[src/rtl/xlate_pkg.sv]
package xlate_pkg;
  localparam int VA_W        = 32;
  localparam int PA_W        = 30;
  localparam int OFF_W       = 12;
  localparam int VPN_W       = VA_W - OFF_W;
  localparam int PPN_W       = PA_W - OFF_W;
  localparam int PTE_W       = 32;
  localparam int PTE_PRESENT = 31;

  typedef logic [VPN_W-1:0] vpn_t;
  typedef logic [PPN_W-1:0] ppn_t;
  typedef logic [OFF_W-1:0] off_t;

  typedef enum logic [1:0] {WK_IDLE, WK_REQ, WK_WAIT, WK_FAULT} walk_state_e;

  // byte address of the table word for a page
  function automatic logic [VA_W-1:0] pte_addr(input logic [VA_W-1:0] base, input vpn_t vpn);
    return base + (VA_W'(vpn) << 2);
  endfunction

  function automatic logic pte_present(input logic [PTE_W-1:0] w);
    return w[PTE_PRESENT];
  endfunction

  function automatic ppn_t pte_ppn(input logic [PTE_W-1:0] w);
    return w[PPN_W-1:0];
  endfunction

  function automatic logic [PA_W-1:0] join_pa(input ppn_t ppn, input off_t off);
    return {ppn, off};
  endfunction
endpackage

[src/rtl/xlate_tag_array.sv]
module xlate_tag_array
  import xlate_pkg::*;
#(
  parameter int ENTRIES = 16,
  localparam int IDX_W  = $clog2(ENTRIES)
) (
  input  logic               clk,
  input  logic               rst_n,
  input  logic               flush,
  input  vpn_t               lk_vpn,
  output logic               lk_hit,
  output ppn_t               lk_ppn,
  input  logic               fill_en,
  input  logic [IDX_W-1:0]   fill_idx,
  input  vpn_t               fill_vpn,
  input  ppn_t               fill_ppn,
  output logic [ENTRIES-1:0] valid_vec
);
  logic [ENTRIES-1:0] valid_q;
  vpn_t               tag_q [ENTRIES];
  ppn_t               ppn_q [ENTRIES];
  logic [ENTRIES-1:0] hit_vec;

  always_ff @(posedge clk or negedge rst_n) begin
    if (!rst_n)       valid_q <= '0;
    else if (flush)   valid_q <= '0;
    else if (fill_en) valid_q[fill_idx] <= 1'b1;
  end

  always_ff @(posedge clk) begin
    if (fill_en) begin
      tag_q[fill_idx] <= fill_vpn;
      ppn_q[fill_idx] <= fill_ppn;
    end
  end

  for (genvar g = 0; g < ENTRIES; g++) begin : g_cmp
    assign hit_vec[g] = valid_q[g] && (tag_q[g] == lk_vpn);
  end

  always_comb begin
    lk_ppn = '0;
    for (int i = 0; i < ENTRIES; i++)
      if (hit_vec[i]) lk_ppn = lk_ppn | ppn_q[i];
  end

  assign lk_hit    = |hit_vec;
  assign valid_vec = valid_q;

  AST_SINGLE_MATCH: assert property (@(posedge clk) disable iff (!rst_n)
    $onehot0(hit_vec));
  AST_FLUSH_EMPTIES: assert property (@(posedge clk) disable iff (!rst_n)
    flush |=> (valid_q == '0));
endmodule

[src/rtl/xlate_victim.sv]
module xlate_victim
  import xlate_pkg::*;
#(
  parameter int ENTRIES = 16,
  localparam int IDX_W  = $clog2(ENTRIES)
) (
  input  logic               clk,
  input  logic               rst_n,
  input  logic [ENTRIES-1:0] valid_vec,
  input  logic               fill_en,
  output logic [IDX_W-1:0]   victim_idx
);
  logic [IDX_W-1:0] ptr_q;
  logic [IDX_W-1:0] free_idx;
  logic             any_free;

  always_comb begin
    free_idx = '0;
    any_free = 1'b0;
    for (int i = 0; i < ENTRIES; i++) begin
      if (!valid_vec[i] && !any_free) begin
        free_idx = IDX_W'(i);
        any_free = 1'b1;
      end
    end
  end

  assign victim_idx = any_free ? free_idx : ptr_q;

  always_ff @(posedge clk or negedge rst_n) begin
    if (!rst_n) ptr_q <= '0;
    else if (fill_en && !any_free)
      ptr_q <= (ptr_q == IDX_W'(ENTRIES - 1)) ? '0 : ptr_q + 1'b1;
  end

  AST_PTR_HOLDS_ON_FREE: assert property (@(posedge clk) disable iff (!rst_n)
    (fill_en && any_free) |=> $stable(ptr_q));
endmodule

[src/rtl/xlate_walker.sv]
module xlate_walker
  import xlate_pkg::*;
(
  input  logic             clk,
  input  logic             rst_n,
  input  logic             start,
  input  vpn_t             start_vpn,
  input  logic [VA_W-1:0]  pt_base,
  output logic             idle,
  output logic             mem_rd_valid,
  input  logic             mem_rd_ready,
  output logic [VA_W-1:0]  mem_rd_addr,
  input  logic             mem_rsp_valid,
  input  logic [PTE_W-1:0] mem_rsp_data,
  output logic             fill_en,
  output vpn_t             fill_vpn,
  output ppn_t             fill_ppn,
  output logic             fault
);
  walk_state_e     state_q, state_d;
  logic [VA_W-1:0] addr_q;
  vpn_t            vpn_q;
  logic            pte_ok;
  logic            unused_pte_bits;

  assign pte_ok          = pte_present(mem_rsp_data);
  assign unused_pte_bits = ^mem_rsp_data[PTE_PRESENT-1:PPN_W];

  always_comb begin
    state_d = state_q;
    unique case (state_q)
      WK_IDLE:  if (start) state_d = WK_REQ;
      WK_REQ:   if (mem_rd_ready) state_d = WK_WAIT;
      WK_WAIT:  if (mem_rsp_valid) state_d = pte_ok ? WK_IDLE : WK_FAULT;
      WK_FAULT: state_d = WK_IDLE;
      default:  state_d = WK_IDLE;
    endcase
  end

  always_ff @(posedge clk or negedge rst_n) begin
    if (!rst_n) begin
      state_q <= WK_IDLE;
      addr_q  <= '0;
      vpn_q   <= '0;
    end else begin
      state_q <= state_d;
      if (state_q == WK_IDLE && start) begin
        addr_q <= pte_addr(pt_base, start_vpn);
        vpn_q  <= start_vpn;
      end
    end
  end

  assign idle         = (state_q == WK_IDLE);
  assign mem_rd_valid = (state_q == WK_REQ);
  assign mem_rd_addr  = addr_q;
  assign fill_en      = (state_q == WK_WAIT) && mem_rsp_valid && pte_ok;
  assign fill_vpn     = vpn_q;
  assign fill_ppn     = pte_ppn(mem_rsp_data);
  assign fault        = (state_q == WK_FAULT);

  AST_READ_HELD: assert property (@(posedge clk) disable iff (!rst_n)
    (mem_rd_valid && !mem_rd_ready) |=> (mem_rd_valid && $stable(mem_rd_addr)));
  AST_FAULT_SINGLE: assert property (@(posedge clk) disable iff (!rst_n)
    fault |=> !fault);
  AST_NO_FILL_AFTER_FAULT: assert property (@(posedge clk) disable iff (!rst_n)
    $rose(fault) |-> !$past(fill_en));
endmodule

[src/rtl/addr_xlate_top.sv]
module addr_xlate_top
  import xlate_pkg::*;
#(
  parameter int ENTRIES = 16,
  localparam int IDX_W  = $clog2(ENTRIES)
) (
  input  logic        clk,
  input  logic        rst_n,
  input  logic        flush,
  input  logic [31:0] pt_base,
  input  logic        req_valid,
  input  logic [31:0] req_vaddr,
  output logic        rsp_hit,
  output logic        rsp_fault,
  output logic [29:0] rsp_paddr,
  output logic        mem_rd_valid,
  input  logic        mem_rd_ready,
  output logic [31:0] mem_rd_addr,
  input  logic        mem_rsp_valid,
  input  logic [31:0] mem_rsp_data
);
  vpn_t               req_vpn;
  off_t               req_off;
  logic               lk_hit;
  ppn_t               lk_ppn;
  logic               walk_idle;
  logic               walk_start;
  logic               fill_en;
  vpn_t               fill_vpn;
  ppn_t               fill_ppn;
  logic [IDX_W-1:0]   victim_idx;
  logic [ENTRIES-1:0] valid_vec;

  assign req_vpn = req_vaddr[VA_W-1:OFF_W];
  assign req_off = req_vaddr[OFF_W-1:0];

  xlate_tag_array #(.ENTRIES(ENTRIES)) u_tags (
    .clk       (clk),
    .rst_n     (rst_n),
    .flush     (flush),
    .lk_vpn    (req_vpn),
    .lk_hit    (lk_hit),
    .lk_ppn    (lk_ppn),
    .fill_en   (fill_en),
    .fill_idx  (victim_idx),
    .fill_vpn  (fill_vpn),
    .fill_ppn  (fill_ppn),
    .valid_vec (valid_vec)
  );

  xlate_victim #(.ENTRIES(ENTRIES)) u_victim (
    .clk        (clk),
    .rst_n      (rst_n),
    .valid_vec  (valid_vec),
    .fill_en    (fill_en && !flush),
    .victim_idx (victim_idx)
  );

  assign walk_start = req_valid && walk_idle && !lk_hit;

  xlate_walker u_walker (
    .clk           (clk),
    .rst_n         (rst_n),
    .start         (walk_start),
    .start_vpn     (req_vpn),
    .pt_base       (pt_base),
    .idle          (walk_idle),
    .mem_rd_valid  (mem_rd_valid),
    .mem_rd_ready  (mem_rd_ready),
    .mem_rd_addr   (mem_rd_addr),
    .mem_rsp_valid (mem_rsp_valid),
    .mem_rsp_data  (mem_rsp_data),
    .fill_en       (fill_en),
    .fill_vpn      (fill_vpn),
    .fill_ppn      (fill_ppn),
    .fault         (rsp_fault)
  );

  assign rsp_hit   = req_valid && walk_idle && lk_hit;
  assign rsp_paddr = join_pa(lk_ppn, req_off);

  AST_HIT_XOR_FAULT: assert property (@(posedge clk) disable iff (!rst_n)
    !(rsp_hit && rsp_fault));
  AST_NO_HIT_WHILE_READING: assert property (@(posedge clk) disable iff (!rst_n)
    mem_rd_valid |-> !rsp_hit);
  AST_REPLAY_HITS: assert property (@(posedge clk) disable iff (!rst_n)
    (fill_en && !flush && req_valid && (req_vpn == fill_vpn)) |=>
      (!req_valid || (req_vpn != $past(fill_vpn)) || rsp_hit));
endmodule

[config.mk]
export PLATFORM = sky130hd
export DESIGN_NAME = addr_xlate_top
export DESIGN_NICKNAME = d
export VERILOG_FILES = /design/src/rtl/xlate_pkg.sv /design/src/rtl/xlate_tag_array.sv /design/src/rtl/xlate_victim.sv /design/src/rtl/xlate_walker.sv /design/src/rtl/addr_xlate_top.sv
export SDC_FILE = /design/constraint.sdc
export NUM_CORES = 1
export LEC_CHECK = 0
export ABC_CLOCK_PERIOD_IN_PS = 8300
export BUFFER_PORTS_ARGS = -buffer_cell sky130_fd_sc_hd__buf_2
export CAP_MARGIN = 20
export CORE_ASPECT_RATIO = 1.75
export CORE_UTILIZATION = 32
export CTS_CLUSTER_SIZE = 24
export DETAILED_ROUTE_END_ITERATION = 6
export SETUP_SLACK_MARGIN = 0.15
export SYNTH_ARGS = -nofsm -noshare
export SYNTH_HDL_FRONTEND = slang
export SYNTH_SLANG_ARGS = --single-unit
[constraint.sdc]
create_clock -name clk -period 8.3 [get_ports clk]
set_input_delay 1.245 -clock clk [delete_from_list [all_inputs] [get_ports clk]]
set_output_delay 1.245 -clock clk [all_outputs]
set_load 0.01 [all_outputs]
# Word level (Yosys, flattened, before mapping)
# Memories as Yosys holds them, arrays and structs flattened.
# Cells that the tools add are included.
# classes
n_reduce_logical	76
n_eq_ne	23
n_addsub	2
n_lt_le_gt_ge	2
n_mux	60
n_bitwise	16
# op_table
cell	count
20-bit == test	16
18-bit 2-to-1 mux	16
18-bit OR	15
4-bit 2-to-1 mux	16
1-bit logical AND	40
32-bit by 22-bit adder with 32-bit output	1
1-bit zero test	32
16-bit 2-to-1 mux	2
1-bit 2-to-1 mux	20
16-bit OR	1
16-bit OR reduction	1
2-bit 2-to-1 mux	4
2-bit case mux with 4 select lines	1
4-bit by 5-bit < comparator with 1-bit output (second input constant)	1
4-bit by 1-bit adder with 4-bit output (second input constant)	1
1-bit demux with 4-bit select	1
2-bit == test (second input constant)	2
4-bit == test (second input constant)	1
4-bit by 1-bit greater-or-equal comparator with 1-bit output (second input constant)	1
2-bit by 1-bit inequality test with 1-bit output (second input constant)	2
3-bit AND reduction	1
2-bit by 1-bit == test with 1-bit output (second input constant)	1
2-bit zero test	1
2-bit inequality test (second input constant)	1
2-bit nonzero test	1
# word_totals
ff_bits	74
wordCells	186
in_bits	102
mem_bits_rw	608
output_inout_bits	65
n_memories	2
# memory_table
memory	depth	word_bits	read_ports	rd_ports_with_merged_regs	wr	line	text
u_tags.tag_q	16	20	16	0	1	xlate_tag_array.sv:20	vpn_t tag_q [ENTRIES];
u_tags.ppn_q	16	18	16	0	1	xlate_tag_array.sv:21	ppn_t ppn_q [ENTRIES];

# Logic depth before layout (Yosys ltp)
# Gate-level depths: netlist of run 1.
# depth
depth_word	53
depth_mapped	12
depth_no_buf	11

# Cells and area by module
# A second synthesis of run 1 with hierarchy kept.
# unflattened
cells_unflattened	2104
area_unflattened_um2	29894.9
# by_module_without_submodules
module	area_each_um2	seq_area_each_um2	cells_per_inst	instances
xlate_tag_array	25911.1	18657.9	1616	1
xlate_walker	3465.8	1351.3	421	1
xlate_victim	405.4	100.1	52	1
addr_xlate_top	112.6	0.0	15	1

# Least setup slack after synthesis of run 1
# No wires, ideal clock.
# synth_timing
path_type	input to output
from	in req_vaddr[12]
to	out rsp_paddr[24]
stages	10
setup_slack_ns	3.896
arrival_time_ns	3.159
required_ns	7.055
path_buffers	3
cell_sequence	buf_2 > buf_4 > xor2_1 > nor4_1 > nand4_1 > nor4_4 > clkbuf_1 > a22o_1 > a221oi_1 > nand4_1
# synth_between
elab_chain_len	33
elab_cells_between_ends	63
classes_between	eq/ne (16); mux (16); bitwise (15); reduce/logical (16)
# synth_lines
item	line	text
from (decl)	addr_xlate_top.sv:12	input logic [31:0] req_vaddr,
20-bit == test	xlate_tag_array.sv:38	assign hit_vec[g] = valid_q[g] && (tag_q[g] == lk_vpn);
1-bit logical AND	xlate_tag_array.sv:38	
18-bit 2-to-1 mux	xlate_tag_array.sv:44	if (hit_vec[i]) lk_ppn = lk_ppn | ppn_q[i];
18-bit OR	xlate_tag_array.sv:44	
18-bit 2-to-1 mux	xlate_tag_array.sv:44	
18-bit OR	xlate_tag_array.sv:44	
18-bit 2-to-1 mux	xlate_tag_array.sv:44	
18-bit OR	xlate_tag_array.sv:44	
[... 17 more ...]	--	
18-bit OR	xlate_tag_array.sv:44	
18-bit 2-to-1 mux	xlate_tag_array.sv:44	
18-bit OR	xlate_tag_array.sv:44	
18-bit 2-to-1 mux	xlate_tag_array.sv:44	
18-bit OR	xlate_tag_array.sv:44	
18-bit 2-to-1 mux	xlate_tag_array.sv:44	
18-bit OR	xlate_tag_array.sv:44	
18-bit 2-to-1 mux (*)	xlate_tag_array.sv:44	
to (decl)	addr_xlate_top.sv:15	output logic [29:0] rsp_paddr,
# Mark *: on every way between the ends. The rest lies on a longest branch, timed or not.

# Worst setup path in the final report of run 1
# layout_timing
from	in req_vaddr[12]
to	out rsp_hit
# layout_between
elab_chain_len	4
elab_cells_between_ends	34
classes_between	eq/ne (16); reduce/logical (18)
# layout_lines
item	line	text
20-bit == test	xlate_tag_array.sv:38	
1-bit logical AND	xlate_tag_array.sv:38	
16-bit OR reduction (*)	xlate_tag_array.sv:47	assign lk_hit = |hit_vec;
1-bit logical AND (*)	addr_xlate_top.sv:79	assign rsp_hit = req_valid && walk_idle && lk_hit;
to (decl)	addr_xlate_top.sv:13	output logic rsp_hit,
# Marks and branches as above.

==> impl_metrics.yaml, run 1 <==
drt:
  wl_per_cell_um: 25.26
  drtIter0Drc: 1406
  drc: 0
  firstDrtPassIters: 5
  num_vias: 16010
  ant_nets: 0
  drt-total-wl_mm: 78.21
  post_drt_via_cell_ratio: 5.171
finish:
  multi_input_area_mm2: 0.007632
  fin_nets: 2005
  drive_gt1_share_pct: 15.86
  diodes: 0
  fillers: 8176
  layout.cells.non_filler: 3096
  ff_latch_area_mm2: 0.02011
  synthToLayoutAreaGrowth_pct: 15.55
  fin_util_pct: 37.45
floorplanning:
  initial_utilization_pct: 32.41
  die_h_um: 394.6
  die_area_mm2: 0.08930
  die_w_um: 226.3
  num_io_pins: 167
  row_count: 143
  core_mm2: 0.08696
global_route:
  grt_pass1_vias: 16470
  grt_pass1_wl_mm: 112.2
  overflow: 0
  grt_max_degree: 54
  grt_usage_pct: 17.53
  antenna_found_initial: 3
cts:
  hold_buffers: 0
  clk_pin_slew_ns: 0.05
  clkSinkCount: 682
  tritoncts.num_buffers: 70
  cts_htree_levels: 3
  cts_tree: "done"
  postCtsSetupBuffers: 0
  cts_root_buffer: "clkbuf_16"
  worstSkewPairLatency_ns: 0.63
  cts_max_path_buffers: 3
  cts_resized: 0
timing:
  slew_viol_final: 0
  max_slew_margin_pct: 21.42
  worstMarginPinSlew_ns: 1.179
  final.setup_skew_ns: 0.03315
  period_needed_ns: 5.651
  tns_ns: 0
  final_hold_viol_count: 0
  finalCritPeriodShare_pct: 68.09
  rsz0062_at_grt: "false"
  setup_viol: 0
  hold_ws_ns: 0.4819
  fmax_ghz: 0.1769
logic_synthesis:
  netlist_instances: 1717
  avgSynthCellArea_um2: 16.41
  synth_top_area_share_pct: 64.79
  syn-num-nets: 1841
  yosysTopAreaCell: "edfxtp_1"
  synth_commonest_cells: "edfxtp_1, xnor2_1, xor2_1"
  netlist_area_mm2: 0.02818
  ys_ff_latch: 682
  synthTopCellsByArea: "edfxtp_1, dfrtp_1, xnor2_1"
  yosysUniqueCellTypes: 53
  synth_flop_cell: "edfxtp_1"
  synth.most_common_cell: "edfxtp_1"
  yosysSeqAreaShare_pct: 71.36
  synth_edf_count: 608
  yosys_warnings: 0
  async_flop_share_pct: 10.85
flow_run:
  drv_cap: 0
worst_setup_path:
  cpPeakStageDelay_ns: 0.82
  reg2reg_depth: 9
  critPathLaunchType: "input pin"
  crit_family: "simple AND/OR/NAND/NOR gates"
  cp.arrival_ns: 4.41
  cp_max_fo: 10
  criticalPathCategory: "input pin to output port"
  crit_path_end_kind: "output port"
  path_depth: 11
  required_ns: 7.05
  cp_num_buf_inv: 4
  path_cells: "buf_2 > buf_4 > xor2_1 > nor4_1 > nand3_1 > nor4_4 > buf_4 > nor4_1 > and4_4 > nor2_1 > buf_2"
  cp_slowest_cell: "nor4_4"
placement:
  dp.cells: 2969
  place.gp.congestion: 0.8255
  port_buffers: 129
  dp_hpwl_mm: 45.24
hold_path:
  whs_path_depth: 1
  hold_path.class: "flop to flop"
power_and_ir_drop:
  ir_drop_mv: 0.1695
  p_leak_nw: 10.91
  p_per_area_mw_per_mm2: 259.7
outcome:
  outcome: "finished, final reports clean"
==> metrics by stage <==
step / total power [mW] / instance area (µm²) / setup WS (ns)
final: 8.455 / 32560 / 2.649
after global routing: 8.738 / 32560 / 2.534
after CTS: 8.546 / 32560 / 2.631
after detailed placement: 5.355 / 30210 / 2.637
after global placement: 5.326 / 30210 / 2.606
after floorplan: 4.798 / 28180 / 3.896
==> layout make-up <==
type / count / area share [%]
clock buffer: 84 / 5.571
inverter: 15 / 0.1729
multi-input combinational: 941 / 23.44
tap: 1160 / 4.457
clock inverter: 43 / 1.648
timing repair buffer: 171 / 2.959
sequential: 682 / 61.75
==> cells in the final DEF (no fill, tap or decap), types with 21 or more instances in the layout <==
master	count
edfxtp_1	608
xnor2_1	187
xor2_1	159
buf_2	128
dfrtp_1	74
a22o_1	73
a221oi_1	73
clkbuf_16	70
nand4_1	67
mux2_1	50
nand2_1	43
buf_4	43
nor4_1	40
nor2_1	39
a21oi_1	39
nand3_1	25
ha_1	21
==> cells by family after synthesis <==
family / share of synthesized area (%)
xor+xnor: 10.75
compound gates: 6.589
buf+inv: 1.985
mux: 2.105
flops: 71.36
simple gates: 6.207
fa+ha+maj: 1.003
==> per-layer routing <==
layer,vias to the layer above,track usage [%],wire length [µm]
met5,-,0,27
met4,4,7.396,2895
met3,158,2.315,4136
met2,606,31.83,41210
met1,8258,20.41,29940
li1,6984,-,-
==> registers in the layout, indices dropped and copies added (netlist names) <==
signal,count
u_tags.ppn_q,288
u_tags.tag_q,320
u_tags.valid_vec,16
u_victim.ptr_q,4
u_walker.fill_vpn,20
u_walker.mem_rd_addr,32
u_walker.state_q,2
==> final timing paths <==
path	slack [ns]	start	end
min in group asynchronous	0.54	rst_n	u_walker.mem_rd_addr[5]
max in group asynchronous	6.64	rst_n	u_walker.fill_vpn[17]
setup / recovery	2.65	req_vaddr[12]	rsp_hit
setup reg to reg	4.25	u_tags.tag_q[8][3]	u_walker.fill_vpn[19]
hold reg to reg	0.48	u_walker.mem_rd_addr[11]	u_walker.mem_rd_addr[11]
hold / removal	0.48	u_walker.mem_rd_addr[11]	u_walker.mem_rd_addr[11]
==> power by group <==
group / switching (mW) / internal (mW) / total, mW / leakage (nW)
Combinational: 0.357 / 0.268 / 0.625 / 3.41
Sequential: 0.488 / 4.14 / 4.62 / 6.38
Clock: 1.37 / 1.84 / 3.21 / 1.12
Total: 2.21 / 6.24 / 8.46 / 10.9
No activity file was read; power rests on OpenSTA's default activity.
==> inputs of run 2 (changes only) <==
--- a/config.mk
+++ b/config.mk
@@ -5,7 +5,7 @@
 export SDC_FILE = /design/constraint.sdc
 export NUM_CORES = 1
 export LEC_CHECK = 0
-export ABC_CLOCK_PERIOD_IN_PS = 8300
+export ABC_CLOCK_PERIOD_IN_PS = 5700
 export BUFFER_PORTS_ARGS = -buffer_cell sky130_fd_sc_hd__buf_2
 export CAP_MARGIN = 20
 export CORE_ASPECT_RATIO = 1.75
==> constraint.sdc (replaced) <==
create_clock -name clk -period 5.7 [get_ports clk]
set_input_delay 0.855 -clock clk [delete_from_list [all_inputs] [get_ports clk]]
set_output_delay 0.855 -clock clk [all_outputs]
set_load 0.01 [all_outputs]
==> impl_metrics.yaml, run 2 (synthesis gave the netlist of run 1 again) <==
power_and_ir_drop:
  switching_share_pct: 25.71
  power_frac_comb_pct: 7.5
  p_leak_nw: 11.02
  p_seq_share_pct: 54.4
  p_per_area_mw_per_mm2: 379.1
  ir_drop_mv: 0.2540
  intPower_mw: 9.212
  p_clk_share_pct: 38.1
  p_switching_mw: 3.188
global_route:
  grt_usage_pct: 17.68
  grt_pass1_wl_mm: 112.8
  grtUsageMet3_pct: 2.330
  top_usage_layer: "met2"
  grt_max_degree: 61
  gr-usage-met2_pct: 31.69
  overflow: 0
  grt_pass1_vias: 16290
  antenna_found_initial: 2
  grt_util_met1_pct: 20.75
placement:
  place_area_mm2: 0.03033
  dp.cells: 2983
  place.gp.congestion: 0.8533
  dp_hpwl_mm: 47.54
  port_buffers: 129
  dpl_worst_slack_ns: 0.8714
cts:
  cts_tree: "done"
  cts_root_buffer: "clkbuf_16"
  worstSkewPairLatency_ns: 0.61
  cts_max_path_buffers: 3
  tritoncts.num_buffers: 69
  cts_htree_levels: 3
  clkSinkCount: 682
  hold_buffers: 0
  cts_resized: 0
  postCtsSetupBuffers: 0
  clk_pin_slew_ns: 0.06
drt:
  ant_nets: 0
  drt-total-wl_mm: 79.14
  drc: 0
  wl_per_cell_um: 25.42
  post_drt_via_cell_ratio: 5.191
  drtIter0Drc: 1296
  firstDrtPassIters: 5
  num_vias: 16160
outcome:
  outcome: "finished, final reports clean"
finish:
  synthToLayoutAreaGrowth_pct: 16.08
  ff_latch_area_mm2: 0.02011
  layout.cells.non_filler: 3113
  multi_input_area_mm2: 0.007632
  largest-register: "u_tags.tag_q"
  drive_gt1_share_pct: 16.85
  largest_register_ffs: 320
  fin_nets: 2019
  layout_commonest_cell: "edfxtp_1"
  fillers: 8110
  fin_util_pct: 37.62
  layout_common_cells: "edfxtp_1, xnor2_1, xor2_1, buf_2, dfrtp_1"
  design_area_mm2: 0.03271
worst_setup_path:
  critPathLaunchType: "input pin"
  criticalPathCategory: "input pin to output port"
  cp.arrival_ns: 3.88
  cp_max_fo: 19
  r2r-end: "u_walker.fill_vpn[5]"
  path_cells: "buf_2 > xor2_1 > nor4_1 > nand4_1 > nor4_4 > buf_4 > a22o_1 > a221oi_1 > nand4_1 > buf_2"
  cp_slowest_cell: "buf_2"
  cpPeakStageDelay_ns: 0.63
  cp-startpoint: "req_vaddr[19]"
  r2r_start: "u_tags.tag_q[9][5]"
  endpoint: "rsp_paddr[13]"
  crit_path_end_kind: "output port"
  required_ns: 4.85
  r2r_slack_ns: 1.93
  reg2reg_depth: 10
floorplanning:
  initial_utilization_pct: 32.41
  die_w_um: 226.3
  die_area_mm2: 0.08930
  core_mm2: 0.08696
  num_io_pins: 167
  row_count: 143
  die_h_um: 394.6
timing:
  finalCritPeriodShare_pct: 83.10
  final.setup_skew_ns: 0.02247
  worstMarginPinSlew_ns: 1.116
  slew_viol_final: 0
  period_needed_ns: 4.737
  setup_slack_ns: 0.9635
  fmax_ghz: 0.2111
  setup_viol: 0
  max_slew_margin_pct: 25.61
  tns_ns: 0
  final_hold_viol_count: 0
  rsz0062_at_grt: "false"
flow_run:
  drv_cap: 0
hold_path:
  hold_path.class: "input pin to async pin"
-- run 2: cell types whose count changed in the layout (fill, tap and decap cells not counted), sizes merged --
cell      before  now
clkinvlp       6    5
buf          171  186
clkinv        26   28
clkbuf        84   81
diode          0    1
bufinv         8   10
inv           18   19
-- run 2: critical path, delay by kind of cell --
kind | cells | cell delay, ns
AO/OA/AOI/OAI | 2 | 0.26
buffers and inverters | 3 | 1.17
XOR/XNOR | 1 | 0.15
AND/OR/NAND/NOR | 4 | 1.43
-- run 2: per-stage QoR --
step / hold WS [ns] / power, mW
2_1_floorplan: 0.4676 / 6.986
3_3_place_gp: 0.4692 / 7.777
3_5_place_dp: 0.4762 / 7.818
4_1_cts: 0.06375 / 12.52
5_1_grt: 0.08737 / 12.80
6_report: 0.08692 / 12.40
-- run 2: how the worst min path moves through the flow --
| stage | endpoint | cells after the start | slack [ns] | from |
|---|---|---|---|---|
| detailed placement | u_walker.mem_rd_addr[27] | 1 | 0.48 | u_walker.mem_rd_addr[27] |
| global placement | u_walker.mem_rd_addr[1] | 1 | 0.47 | u_walker.mem_rd_addr[1] |
| global route | u_walker.fill_vpn[7] | 1 | 0.09 | rst_n |
| CTS | u_walker.fill_vpn[7] | 1 | 0.06 | rst_n |
| finish | u_walker.fill_vpn[7] | 1 | 0.09 | rst_n |
| floorplan | u_victim.ptr_q[3] | 1 | 0.47 | u_victim.ptr_q[3] |
-- run 2: metal layers --
layer | share of wire [%] | vias to the layer above
li1 | - | 7010
met1 | 39 | 8352
met2 | 52 | 634
met3 | 5.5 | 163
met4 | 3.9 | 2
met5 | 0.014 | -
-- run 2: power groups by stage --
stage / combinational (mW) / sequential, mW / clock [mW]
after global routing: 1.03 / 6.77 / 4.99
after detailed placement: 0.947 / 6.87 / 0
after global placement: 0.927 / 6.85 / 0
after CTS: 0.952 / 6.76 / 4.81
after floorplan: 0.555 / 6.43 / 0
final: 0.934 / 6.74 / 4.73
-- run 2: layout make-up --
| cell class | instances | area share (%) |
|---|---|---|
| antenna | 1 | 0.007650 |
| multi-input combinational | 941 | 23.33 |
| clock buffer | 81 | 5.642 |
| sequential | 682 | 61.47 |
| tap | 1160 | 4.437 |
| timing repair buffer | 186 | 3.366 |
| inverter | 15 | 0.1721 |
| clock inverter | 47 | 1.572 |
==> inputs of run 3 (changes only) <==
--- a/config.mk
+++ b/config.mk
@@ -5,7 +5,7 @@
 export SDC_FILE = /design/constraint.sdc
 export NUM_CORES = 1
 export LEC_CHECK = 0
-export ABC_CLOCK_PERIOD_IN_PS = 5700
+export ABC_CLOCK_PERIOD_IN_PS = 4000
 export BUFFER_PORTS_ARGS = -buffer_cell sky130_fd_sc_hd__buf_2
 export CAP_MARGIN = 20
 export CORE_ASPECT_RATIO = 1.75
==> constraint.sdc (replaced) <==
create_clock -name clk -period 4 [get_ports clk]
set_input_delay 0.6 -clock clk [delete_from_list [all_inputs] [get_ports clk]]
set_output_delay 0.6 -clock clk [all_outputs]
set_load 0.01 [all_outputs]
==> impl_metrics.yaml, run 3 (synthesis gave the netlist of run 1 again) <==
floorplanning:
  row_count: 143
  die_h_um: 394.6
  core_mm2: 0.08696
  die_w_um: 226.3
  num_io_pins: 167
  initial_utilization_pct: 32.41
  die_area_mm2: 0.08930
timing:
  final_hold_viol_count: 0
  slew_viol_final: 0
  tns_ns: 0
  fmax_ghz: 0.2682
  final.setup_skew_ns: 0.03621
  setup_viol: 0
  finalCritPeriodShare_pct: 93.21
  worstMarginPinSlew_ns: 1.154
  rsz0062_at_grt: "false"
  setup_slack_ns: 0.2718
  period_needed_ns: 3.728
  max_slew_margin_pct: 23.10
placement:
  dp_hpwl_mm: 48.48
  port_buffers: 129
  dpl_worst_slack_ns: 0.1238
  place.gp.congestion: 0.8326
worst_setup_path:
  criticalPathCategory: "flop to output port"
  cp.arrival_ns: 3.13
  required_ns: 3.40
  crit_path_end_kind: "output port"
  cp_max_fo: 19
  reg2reg_depth: 8
  critPathLaunchType: "flop"
flow_run:
  drv_cap: 0
cts:
  cts_max_path_buffers: 3
  worstSkewPairLatency_ns: 0.63
  cts_htree_levels: 3
  clk_pin_slew_ns: 0.06
  cts_root_buffer: "clkbuf_16"
  hold_buffers: 0
  cts_tree: "done"
  clkSinkCount: 682
  tritoncts.num_buffers: 68
finish:
  fin_nets: 2062
  layout_commonest_cell: "edfxtp_1"
  multi_input_area_mm2: 0.007657
  diodes: 0
  largest-register: "u_tags.tag_q"
  drive_gt1_share_pct: 18.72
  fillers: 8026
  ff_latch_area_mm2: 0.02011
  largest_register_ffs: 320
  layout_common_cells: "edfxtp_1, xnor2_1, xor2_1, buf_2, dfrtp_1"
  synthToLayoutAreaGrowth_pct: 18.48
drt:
  num_vias: 16180
  drtIter0Drc: 1147
  wl_per_cell_um: 24.90
  post_drt_via_cell_ratio: 5.130
  drc: 0
  ant_nets: 0
  drt-total-wl_mm: 78.50
  firstDrtPassIters: 5
power_and_ir_drop:
  p_leak_nw: 11.29
  ir_drop_mv: 0.2760
  p_per_area_mw_per_mm2: 526.2
outcome:
  outcome: "finished, final reports clean"
global_route:
  grt_pass1_wl_mm: 113.1
  antenna_found_initial: 3
  grt_max_degree: 49
  grt_pass1_vias: 16680
  grt_usage_pct: 17.67
  overflow: 0
hold_path:
  hold_path.class: "input pin to async pin"
run 3: what timing repair did:
item,in CTS,in global routing
buffers inserted,0,2
gates cloned,0,0
endpoints found under the setup margin,9,14
gates resized for setup,2,4
pin swaps,0,2
run 3: power breakdown:
part / internal [mW] / switching, mW / total, mW
logic: 0.637 / 0.766 / 1.40
clock network: 3.80 / 2.80 / 6.60
registers: 8.58 / 0.988 / 9.57
run 3: per-stage QoR:
stage | util [%] | power [mW] | hold slack, ns | instances | area, µm²
after floorplan | - | 9.956 | 0.3044 | 1717 | 28180
after global placement | 35.68 | 11.12 | 0.4682 | 3026 | 31030
after detailed placement | 35.68 | 11.17 | 0.4754 | 3026 | 31030
after CTS | 38.35 | 17.75 | 0.02979 | 3151 | 33340
after global routing | 38.40 | 18.13 | 0.07346 | 3153 | 33390
final | 38.40 | 17.57 | 0.02410 | 3153 | 33390
run 3: path summary, 6_finish.rpt:
path / start / to / slack (ns)
max in group asynchronous: rst_n / u_victim.ptr_q[0] / 3.12
worst max register to register: u_tags.valid_vec[6] / u_tags.tag_q[12][18] / 0.89
worst min-delay path: rst_n / u_walker.mem_rd_addr[4] / 0.02
worst max-delay path: u_tags.tag_q[7][18] / rsp_paddr[14] / 0.27
min in group clk: pt_base[1] / u_walker.mem_rd_addr[1] / 0.19
worst min register to register: u_walker.mem_rd_addr[10] / u_walker.mem_rd_addr[10] / 0.48
run 3: layout make-up:
cell class | instances | share of cell area (%)
Sequential cell | 682 | 60.23
Multi-Input combinational cell | 941 | 22.93
Timing Repair Buffer | 230 | 5.426
Clock buffer | 80 | 5.291
Tap cell | 1160 | 4.347
Clock inverter | 45 | 1.608
Inverter | 15 | 0.1686
run 3: routing by layer:
metal / global-route usage, % / wire [µm] / part of all wire [%]
met5: 0 / 28 / 0.036
met4: 8.337 / 3308 / 4.2
met3: 2.509 / 4172 / 5.3
met2: 31.78 / 41100 / 52
met1: 20.37 / 29890 / 38
run 3: worst max-delay path, cell delays in order (launching register included):
cell	delay [ns]
edfxtp_1	0.38
xor2_1	0.20
nor4_2	0.44
buf_4	0.18
nand3_1	0.21
nor4_4	0.26
buf_12	0.24
a22o_1	0.17
a221oi_1	0.05
nand4_1	0.20
buf_2	0.17
